===== src/rtl/seq_pkg.sv =====
package seq_pkg;

    localparam int OPC_W = 8;

    localparam logic [OPC_W-1:0] OP_LOAD  = 8'h01;
    localparam logic [OPC_W-1:0] OP_STORE = 8'h02;
    localparam logic [OPC_W-1:0] OP_ADD   = 8'h03;
    localparam logic [OPC_W-1:0] OP_JMP   = 8'h04;
    localparam logic [OPC_W-1:0] OP_JZ    = 8'h05;
    localparam logic [OPC_W-1:0] OP_RETI  = 8'h06;

    typedef enum logic [2:0] {
        PH_FETCH,
        PH_DECODE,
        PH_OPND,
        PH_EXEC,
        PH_DRD,
        PH_DWR,
        PH_INTR
    } phase_e;

    typedef enum logic {
        ASEL_PC,
        ASEL_MAR
    } asel_e;

    typedef struct packed {
        logic ld_ir;
        logic inc_pc;
        logic ld_pc_mar;
        logic ld_pc_vec;
        logic ld_pc_ret;
        logic ld_mar;
        logic ld_acc_mem;
        logic ld_acc_alu;
        logic save_ret;
        logic set_mask;
        logic clr_mask;
    } regctl_t;

    typedef struct packed {
        logic  req;
        logic  rd;
        asel_e asel;
    } busctl_t;

    function automatic logic has_operand(input logic [OPC_W-1:0] op);
        return (op == OP_LOAD) || (op == OP_STORE) || (op == OP_ADD) ||
               (op == OP_JMP)  || (op == OP_JZ);
    endfunction

endpackage


===== src/rtl/seq_ctrl.sv =====
module seq_ctrl
    import seq_pkg::*;
(
    input  logic             clk,
    input  logic             rst,
    input  logic [OPC_W-1:0] opcode_i,
    input  logic             acc_zero_i,
    input  logic             irq_i,
    input  logic             irq_mask_i,
    input  logic             ready_n_i,
    output regctl_t          ctl_o,
    output busctl_t          bus_o,
    output logic             alu_en_o,
    output logic             irq_ack_o
);

    phase_e state_q, state_d;
    logic   take_irq;

    assign take_irq = irq_i && !irq_mask_i;

    always_ff @(posedge clk) begin
        if (rst) state_q <= PH_FETCH;
        else     state_q <= state_d;
    end

    always_comb begin
        ctl_o     = '0;
        bus_o     = '{req: 1'b0, rd: 1'b1, asel: ASEL_PC};
        alu_en_o  = 1'b0;
        irq_ack_o = 1'b0;
        state_d   = state_q;
        unique case (state_q)
            PH_FETCH: begin
                bus_o = '{req: 1'b1, rd: 1'b1, asel: ASEL_PC};
                if (!ready_n_i) begin
                    ctl_o.ld_ir  = 1'b1;
                    ctl_o.inc_pc = 1'b1;
                    state_d      = PH_DECODE;
                end
            end
            PH_DECODE: begin
                state_d = has_operand(opcode_i) ? PH_OPND : PH_EXEC;
            end
            PH_OPND: begin
                bus_o = '{req: 1'b1, rd: 1'b1, asel: ASEL_PC};
                if (!ready_n_i) begin
                    ctl_o.ld_mar = 1'b1;
                    ctl_o.inc_pc = 1'b1;
                    state_d      = PH_EXEC;
                end
            end
            PH_EXEC: begin
                state_d = take_irq ? PH_INTR : PH_FETCH;
                if (opcode_i == OP_LOAD || opcode_i == OP_ADD) begin
                    state_d = PH_DRD;
                end else if (opcode_i == OP_STORE) begin
                    state_d = PH_DWR;
                end else if (opcode_i == OP_JMP) begin
                    ctl_o.ld_pc_mar = 1'b1;
                end else if (opcode_i == OP_JZ) begin
                    ctl_o.ld_pc_mar = acc_zero_i;
                end else if (opcode_i == OP_RETI) begin
                    ctl_o.ld_pc_ret = 1'b1;
                    ctl_o.clr_mask  = 1'b1;
                end
            end
            PH_DRD: begin
                bus_o    = '{req: 1'b1, rd: 1'b1, asel: ASEL_MAR};
                alu_en_o = (opcode_i == OP_ADD);
                if (!ready_n_i) begin
                    ctl_o.ld_acc_alu = (opcode_i == OP_ADD);
                    ctl_o.ld_acc_mem = (opcode_i != OP_ADD);
                    state_d          = take_irq ? PH_INTR : PH_FETCH;
                end
            end
            PH_DWR: begin
                bus_o = '{req: 1'b1, rd: 1'b0, asel: ASEL_MAR};
                if (!ready_n_i) begin
                    state_d = take_irq ? PH_INTR : PH_FETCH;
                end
            end
            PH_INTR: begin
                ctl_o.save_ret  = 1'b1;
                ctl_o.ld_pc_vec = 1'b1;
                ctl_o.set_mask  = 1'b1;
                irq_ack_o       = 1'b1;
                state_d         = PH_FETCH;
            end
            default: state_d = PH_FETCH;
        endcase
    end

    a_r2_decode_follows_fetch: assert property (@(posedge clk) disable iff (rst)
        state_q == PH_DECODE |-> $past(state_q) == PH_FETCH);

    a_r3_exec_follows_decode: assert property (@(posedge clk) disable iff (rst)
        state_q == PH_EXEC |-> ($past(state_q) == PH_DECODE || $past(state_q) == PH_OPND));

    a_r8_entry_unmasked: assert property (@(posedge clk) disable iff (rst)
        state_q == PH_INTR |-> !irq_mask_i);

endmodule


===== src/rtl/seq_regs.sv =====
module seq_regs
    import seq_pkg::*;
#(
    parameter int              DATA_W     = 16,
    parameter int              ADDR_W     = 16,
    parameter logic [ADDR_W-1:0] RESET_ADDR = 16'h0010,
    parameter logic [ADDR_W-1:0] IRQ_VECTOR = 16'h0080
) (
    input  logic              clk,
    input  logic              rst,
    input  regctl_t           ctl_i,
    input  logic [DATA_W-1:0] rdata_i,
    input  logic [DATA_W-1:0] alu_res_i,
    output logic [ADDR_W-1:0] pc_o,
    output logic [ADDR_W-1:0] mar_o,
    output logic [DATA_W-1:0] acc_o,
    output logic [OPC_W-1:0]  opcode_o,
    output logic              acc_zero_o,
    output logic              irq_mask_o
);

    localparam int OPC_LSB = DATA_W - OPC_W;

    logic [ADDR_W-1:0] pc_q, mar_q, ret_q;
    logic [DATA_W-1:0] acc_q;
    logic [OPC_W-1:0]  ir_q;
    logic              mask_q;

    always_ff @(posedge clk) begin
        if (rst) begin
            pc_q <= RESET_ADDR;
        end else if (ctl_i.ld_pc_vec) begin
            pc_q <= IRQ_VECTOR;
        end else if (ctl_i.ld_pc_ret) begin
            pc_q <= ret_q;
        end else if (ctl_i.ld_pc_mar) begin
            pc_q <= mar_q;
        end else if (ctl_i.inc_pc) begin
            pc_q <= pc_q + ADDR_W'(1);
        end
    end

    always_ff @(posedge clk) begin
        if (rst) begin
            ir_q   <= '0;
            mar_q  <= '0;
            ret_q  <= '0;
            acc_q  <= '0;
            mask_q <= 1'b0;
        end else begin
            if (ctl_i.ld_ir)      ir_q  <= rdata_i[DATA_W-1:OPC_LSB];
            if (ctl_i.ld_mar)     mar_q <= rdata_i[ADDR_W-1:0];
            if (ctl_i.save_ret)   ret_q <= pc_q;
            if (ctl_i.ld_acc_mem) acc_q <= rdata_i;
            if (ctl_i.ld_acc_alu) acc_q <= alu_res_i;
            if (ctl_i.set_mask)   mask_q <= 1'b1;
            else if (ctl_i.clr_mask) mask_q <= 1'b0;
        end
    end

    assign pc_o       = pc_q;
    assign mar_o      = mar_q;
    assign acc_o      = acc_q;
    assign opcode_o   = ir_q;
    assign acc_zero_o = (acc_q == '0);
    assign irq_mask_o = mask_q;

    a_r5_one_pc_source: assert property (@(posedge clk) disable iff (rst)
        $onehot0({ctl_i.inc_pc, ctl_i.ld_pc_mar, ctl_i.ld_pc_vec, ctl_i.ld_pc_ret}));

    a_r8_return_restores: assert property (@(posedge clk) disable iff (rst)
        ctl_i.ld_pc_ret |=> !mask_q);

endmodule


===== src/rtl/seq_busmux.sv =====
module seq_busmux
    import seq_pkg::*;
#(
    parameter int DATA_W = 16,
    parameter int ADDR_W = 16
) (
    input  busctl_t           bus_i,
    input  logic [ADDR_W-1:0] pc_i,
    input  logic [ADDR_W-1:0] mar_i,
    input  logic [DATA_W-1:0] acc_i,
    output logic [ADDR_W-1:0] addr_o,
    output logic [DATA_W-1:0] wdata_o,
    output logic              rw_o,
    output logic              req_o
);

    logic is_write;

    assign is_write = bus_i.req && !bus_i.rd;
    assign addr_o   = (bus_i.asel == ASEL_MAR) ? mar_i : pc_i;
    assign wdata_o  = is_write ? acc_i : '0;
    assign rw_o     = !is_write;
    assign req_o    = bus_i.req;

endmodule


===== src/rtl/instr_seq_top.sv =====
module instr_seq_top
    import seq_pkg::*;
#(
    parameter int                DATA_W     = 16,
    parameter int                ADDR_W     = 16,
    parameter logic [ADDR_W-1:0] RESET_ADDR = 16'h0010,
    parameter logic [ADDR_W-1:0] IRQ_VECTOR = 16'h0080
) (
    input  logic              clk,
    input  logic              rst,
    output logic [ADDR_W-1:0] mem_addr_o,
    output logic [DATA_W-1:0] mem_wdata_o,
    input  logic [DATA_W-1:0] mem_rdata_i,
    output logic              mem_rw_o,
    output logic              mem_req_o,
    input  logic              mem_ready_n_i,
    output logic [DATA_W-1:0] alu_a_o,
    output logic [DATA_W-1:0] alu_b_o,
    output logic              alu_en_o,
    input  logic [DATA_W-1:0] alu_res_i,
    input  logic              irq_i,
    output logic              irq_ack_o
);

    regctl_t           ctl;
    busctl_t           bus;
    logic [ADDR_W-1:0] pc, mar;
    logic [DATA_W-1:0] acc;
    logic [OPC_W-1:0]  opcode;
    logic              acc_zero, irq_mask;

    seq_ctrl u_ctrl (
        .clk        (clk),
        .rst        (rst),
        .opcode_i   (opcode),
        .acc_zero_i (acc_zero),
        .irq_i      (irq_i),
        .irq_mask_i (irq_mask),
        .ready_n_i  (mem_ready_n_i),
        .ctl_o      (ctl),
        .bus_o      (bus),
        .alu_en_o   (alu_en_o),
        .irq_ack_o  (irq_ack_o)
    );

    seq_regs #(
        .DATA_W     (DATA_W),
        .ADDR_W     (ADDR_W),
        .RESET_ADDR (RESET_ADDR),
        .IRQ_VECTOR (IRQ_VECTOR)
    ) u_regs (
        .clk        (clk),
        .rst        (rst),
        .ctl_i      (ctl),
        .rdata_i    (mem_rdata_i),
        .alu_res_i  (alu_res_i),
        .pc_o       (pc),
        .mar_o      (mar),
        .acc_o      (acc),
        .opcode_o   (opcode),
        .acc_zero_o (acc_zero),
        .irq_mask_o (irq_mask)
    );

    seq_busmux #(
        .DATA_W (DATA_W),
        .ADDR_W (ADDR_W)
    ) u_bus (
        .bus_i   (bus),
        .pc_i    (pc),
        .mar_i   (mar),
        .acc_i   (acc),
        .addr_o  (mem_addr_o),
        .wdata_o (mem_wdata_o),
        .rw_o    (mem_rw_o),
        .req_o   (mem_req_o)
    );

    assign alu_a_o = acc;
    assign alu_b_o = mem_rdata_i;

    a_r1_reset_fetch: assert property (@(posedge clk) disable iff (rst)
        $fell(rst) |-> (mem_req_o && mem_rw_o && mem_addr_o == RESET_ADDR));

    a_r6_wait_holds_bus: assert property (@(posedge clk) disable iff (rst)
        (mem_req_o && mem_ready_n_i) |=>
            (mem_req_o && $stable(mem_addr_o) && $stable(mem_rw_o) && $stable(mem_wdata_o)));

    a_r4_rw_idles_high: assert property (@(posedge clk) disable iff (rst)
        !mem_req_o |-> mem_rw_o);

    a_r7_vector_fetch: assert property (@(posedge clk) disable iff (rst)
        irq_ack_o |=> (mem_req_o && mem_rw_o && mem_addr_o == IRQ_VECTOR));

endmodule


===== config.mk =====
export PLATFORM = sky130hd
export DESIGN_NAME = instr_seq_top
export DESIGN_NICKNAME = d
export VERILOG_FILES = /design/src/rtl/seq_pkg.sv /design/src/rtl/seq_ctrl.sv /design/src/rtl/seq_regs.sv /design/src/rtl/seq_busmux.sv /design/src/rtl/instr_seq_top.sv
export SDC_FILE = /design/constraint.sdc
export NUM_CORES = 1
export LEC_CHECK = 0
export BUFFER_PORTS_ARGS = -buffer_cell sky130_fd_sc_hd__buf_2
export CORE_ASPECT_RATIO = 0.6
export CORE_MARGIN = 2
export CORE_UTILIZATION = 54
export CTS_CLUSTER_SIZE = 20
export DETAILED_ROUTE_END_ITERATION = 12
export GPL_ROUTABILITY_DRIVEN = 0
export PLACE_DENSITY = 0.81
export SYNTH_ARGS = -nofsm -noshare
export SYNTH_HDL_FRONTEND = slang
export SYNTH_SLANG_ARGS = --single-unit

===== constraint.sdc =====
create_clock -name clk -period 6.45 [get_ports clk]
set_clock_uncertainty 0.05 [all_clocks]
set_input_delay 1.6125 -clock clk [delete_from_list [all_inputs] [get_ports clk]]
set_output_delay 1.6125 -clock clk [all_outputs]
set_load 0.02 [all_outputs]

# After elaboration in Yosys (flattened, before gate mapping)
# Cells that the tools add are included.
# W data, S select, Z words.
# totals
ff_bits	76
in_bits	36
out_inout_bits	68
# classes
addsub	1
n_eq_ne	16
muxes	40
n_reduce_logical	20
# op_table
operator	n
$mux W16	7
$eq A8 B3 Y1 const B	3
$mux W1	19
$mux W3	6
$add A16 B1 Y16 const B	1
$eq A8 B2 Y1 const B	2
$logic_not A16 Y1	1
$pmux W3 S5	1
$eq A3 B3 Y1 const B	3
$pmux W3 S3	1
$eq A8 B1 Y1 const B	1
$mux W2	4
$mux W8	1
$ne A8 B2 Y1 const B	1
$eq A3 B2 Y1 const B	2
$ne A2 B2 Y1 const B	3
$reduce_or A2 Y1	3
$logic_or A1 B1 Y1	5
$reduce_bool A2 Y1	2
$reduce_bool A4 Y1	1
$eq A3 B1 Y1 const B	1
$logic_not A1 Y1	3
$logic_not A3 Y1	1
$reduce_and A3 Y1	1
3 further kinds	4

# Depth between registers and ports, before layout
# logic_depth
ltp_word	9
ltp_mapped	8

# Cells and area by module
# From an unflattened synthesis, not the netlist that was laid out.
# unflattened
hier_cells	492
area_unflattened_um2	4346.7
# by_module_without_submodules
mod	instances	cells_per_inst	area_each_um2
seq_regs	1	384	3413.3
seq_busmux	1	38	411.6
seq_ctrl	1	54	401.6
instr_seq_top	1	16	120.1

# Worst setup path after synthesis
# Ideal clock, no wire load.
# synth_path
path_kind	register to output
start	register u_regs.ir_q[3] (netlist: u_regs.opcode_o[3])
end	output alu_en_o
arrival_time_ps	2071
setup_slack_ps	2716
path_stages_with_launch	7
cell_sequence	dfxtp_1 -> or4_4 -> buf_6 -> or4_4 -> buf_6 -> buf_12 -> nor3b_2
# synth_between
elab_chain_cells	2
# synth_rtl
element	line	source
start, declared	seq_regs.sv:26	logic [OPC_W-1:0] ir_q;
start signal, assigned	seq_regs.sv:51	if (ctl_i.ld_ir) ir_q <= rdata_i[DATA_W-1:OPC_LSB];
$eq A8 B2 Y1	seq_ctrl.sv:70	alu_en_o = (opcode_i == OP_ADD);
$mux W1	seq_ctrl.sv:33	unique case (state_q)
end, declared	instr_seq_top.sv:19	output logic alu_en_o,
# Every way passes these cells.

# Worst setup path in the final report
# layout_path
start	register u_ctrl.state_q[0]
end	output irq_ack_o
# layout_between
elab_chain_cells	2
# layout_rtl
element	line	source
start, declared	seq_ctrl.sv:17	phase_e state_q, state_d;
start signal, assigned	seq_ctrl.sv:24	else state_q <= state_d;
$eq A3 B3 Y1	seq_ctrl.sv:33	
$mux W1	seq_ctrl.sv:33	
end, declared	instr_seq_top.sv:22	output logic irq_ack_o
# Every way passes these cells.

==> flow_metrics.tcl <==
set metrics [dict create \
    status "complete, no violations" \
    worstMarginPinSlew_ps 1010 \
    post-place-ws_ps 2310 \
    synthTopCellsByArea "dfxtp_1, nand2_1, mux2i_1, a21oi_1, mux2_2" \
    route.detailed.drc 0 \
    avgSynthCellArea_um2 8.13 \
    crit_chain "nand3b_1, inv_1, buf_2" \
    worstPathMaxFanout 29 \
    fin_ws_ps 1900 \
    post-route-period-util_pct 70.6 \
    post_cts_buffers 0 \
    fmax_ghz 0.220 \
    portBuffers 103 \
    cts_tree "yes" \
    crit_path_end_kind "primary output" \
    rsz0062_at_grt "false" \
    finalNetCount 599 \
    finalCriticalPeriod_ps 4550 \
    io_pins 104 \
    hp-class "reg -> reg" \
    dr_wl_met2_um 5280 \
    clk_latency_ps 340 \
    root_buffer "clkbuf_16" \
    post_cts_resized 0 \
    critPathRequiredTime_ps 4790 \
    cts_inserted_buffers 9 \
    vias 4065 \
    p_per_area_mw_per_mm2 254 \
    synth_area_mm2 0.00404 \
    grt_overflow_total 0 \
    grt.total_usage_pct 30.0 \
    cp_slowest_stage_delay_ps 900 \
    synth-seq-area-share_pct 37.7 \
    vias_per_cell 6.06 \
    ant_nets 0 \
    grt_pass1_vias 3791 \
    antenna_found_initial 0 \
    yosysUniqueCellTypes 52 \
    diodes 0 \
    critPathTopFamily "buffers and inverters" \
    hpwl_um 8470 \
    final_common_cell "buf_2" \
    initial_core_util_pct 55.6 \
    core_area_mm2 0.00727 \
    grt_pass1_wl_um 19200 \
    fillCellCount 644 \
    clockBufferDepth 2 \
    tns_ps 0 \
    area_delta_synth_final_pct 18.0 \
    top_layer "met4" \
    p_leak_nw 2.05 \
    yosysTopAreaCell "dfxtp_1" \
    die_area_mm2 0.00821 \
    synth_edf_count 0 \
    seq_area_mm2 0.00152 \
    max_cap_viol_count 0 \
    die-width_um 116 \
    clock-sinks 76 \
    drtIter0Drc 483 \
    crit_buf_inv 2 \
    synthCells 497 \
    final_hold_viol_count 0 \
    routedWlPerCell_um 17.9 \
    synth_top_area_share_pct 37.7 \
    async_flop_share_pct 0 \
    drt-total-wl_um 12000 \
    yosysWarnings 0 \
    max-slew-margin-rel_pct 32.2 \
    worstSetupPathType "reg -> out" \
    synth-seq-cells 76 \
    synth_ff_type "dfxtp_1" \
    slowest_stage "dfxtp_1" \
    wl_met1_um 5290 \
    die_height_um 71 \
    first_pass_iters 7 \
    setup_viol 0 \
    clkTransAtPathRegs_ps 60 \
    drive_gt1_share_pct 26.6 \
    htree_levels 3 \
    cp.arrival_ps 2890 \
    multiInputGateArea_mm2 0.00219 \
    ir_drop_mv 0.142 \
    grt_max_degree 65 \
    slew_violations 0 \
    most-common-layout-cells "buf_2, nand2_1, dfxtp_1" \
    worstSetupStartpointType "register" \
    rows 24 \
    met3_length_um 1250 \
    reg2reg_slack_ps 3220 \
    syn_nets 534 \
    ctsHoldBuffers 0 \
    holdWs_ps 411 \
]
[per-stage QoR]
step | instance area, um^2 | util (%) | total power [W] | std cells
2_1_floorplan | 4040 | - | 0.000628 | 497
3_3_place_gp | 4450 | 61.2 | 0.000667 | 655
3_5_place_dp | 4450 | 61.2 | 0.000674 | 655
4_1_cts | 4770 | 65.6 | 0.00121 | 671
5_1_grt | 4770 | 65.6 | 0.00125 | 671
6_report | 4770 | 65.6 | 0.00121 | 671
[flip-flops by register name, indices dropped and copies added, names as in the netlist]
signal             cells
u_regs.acc_o          16
u_regs.mar_o          16
u_regs.pc_o           16
u_regs.ret_q          16
u_regs.opcode_o        8
u_ctrl.state_q         3
u_regs.irq_mask_o      1
[power by group]
part           internal [W]  switching (W)  total, W
clock network      0.000349       0.000193  0.000541
registers          0.000486      0.0000294  0.000515
logic             0.0000596      0.0000937  0.000153
total              0.000894       0.000316   0.00121
[cell usage after synthesis (9+ instances only)]
| cell type | number |
|---|---|
| nand2_1 | 81 |
| dfxtp_1 | 76 |
| a21oi_1 | 47 |
| nor2_1 | 40 |
| clkbuf_1 | 34 |
| mux2i_1 | 26 |
| and3_1 | 19 |
| a211oi_1 | 16 |
| buf_4 | 16 |
| mux2_2 | 14 |
| a22oi_1 | 9 |
| a31oi_1 | 9 |
[tightest hold or removal path, delay by kind of cell (launching register included)]
family           cells  cell delay, ps
AND/OR/NAND/NOR      1              50
flip-flops           1             310
AO/OA/AOI/OAI        1              50
[cell families after synthesis]
family	after synthesis	synth area share (%)
AOI/OAI and AO/OA	120	18.9
xor gates and xnor gates	8	1.73
adders and majority gates	1	0.310
buffers and inverters	64	8.24
DFF	76	37.7
muxes	40	10.3
and+or+nand+nor	188	22.8
[layout make-up]
class	instances	share of cell area, %
Clock buffer	12	5.17
Sequential cell	76	31.9
Inverter	7	0.551
Timing Repair Buffer	111	12.1
Tap cell	104	2.73
Clock inverter	4	1.52
Multi-Input combinational cell	357	46.0
[worst paths after layout]
path              cells past startpoint         startpoint                to
setup reg to reg                      7  u_ctrl.state_q[0]   u_regs.pc_o[15]
setup / recovery                      3  u_ctrl.state_q[0]         irq_ack_o
hold reg to reg                       2   u_regs.ret_q[11]  u_regs.ret_q[11]
hold / removal                        2   u_regs.ret_q[11]  u_regs.ret_q[11]
[routing by layer]
layer / vias up / global-route usage, %
li1: 1910 / -
met1: 1914 / 41.4
met2: 221 / 44.4
met3: 20 / 10.2
met4: 0 / 9.79
met5: - / 0
No activity file was read; power rests on OpenSTA's default activity.
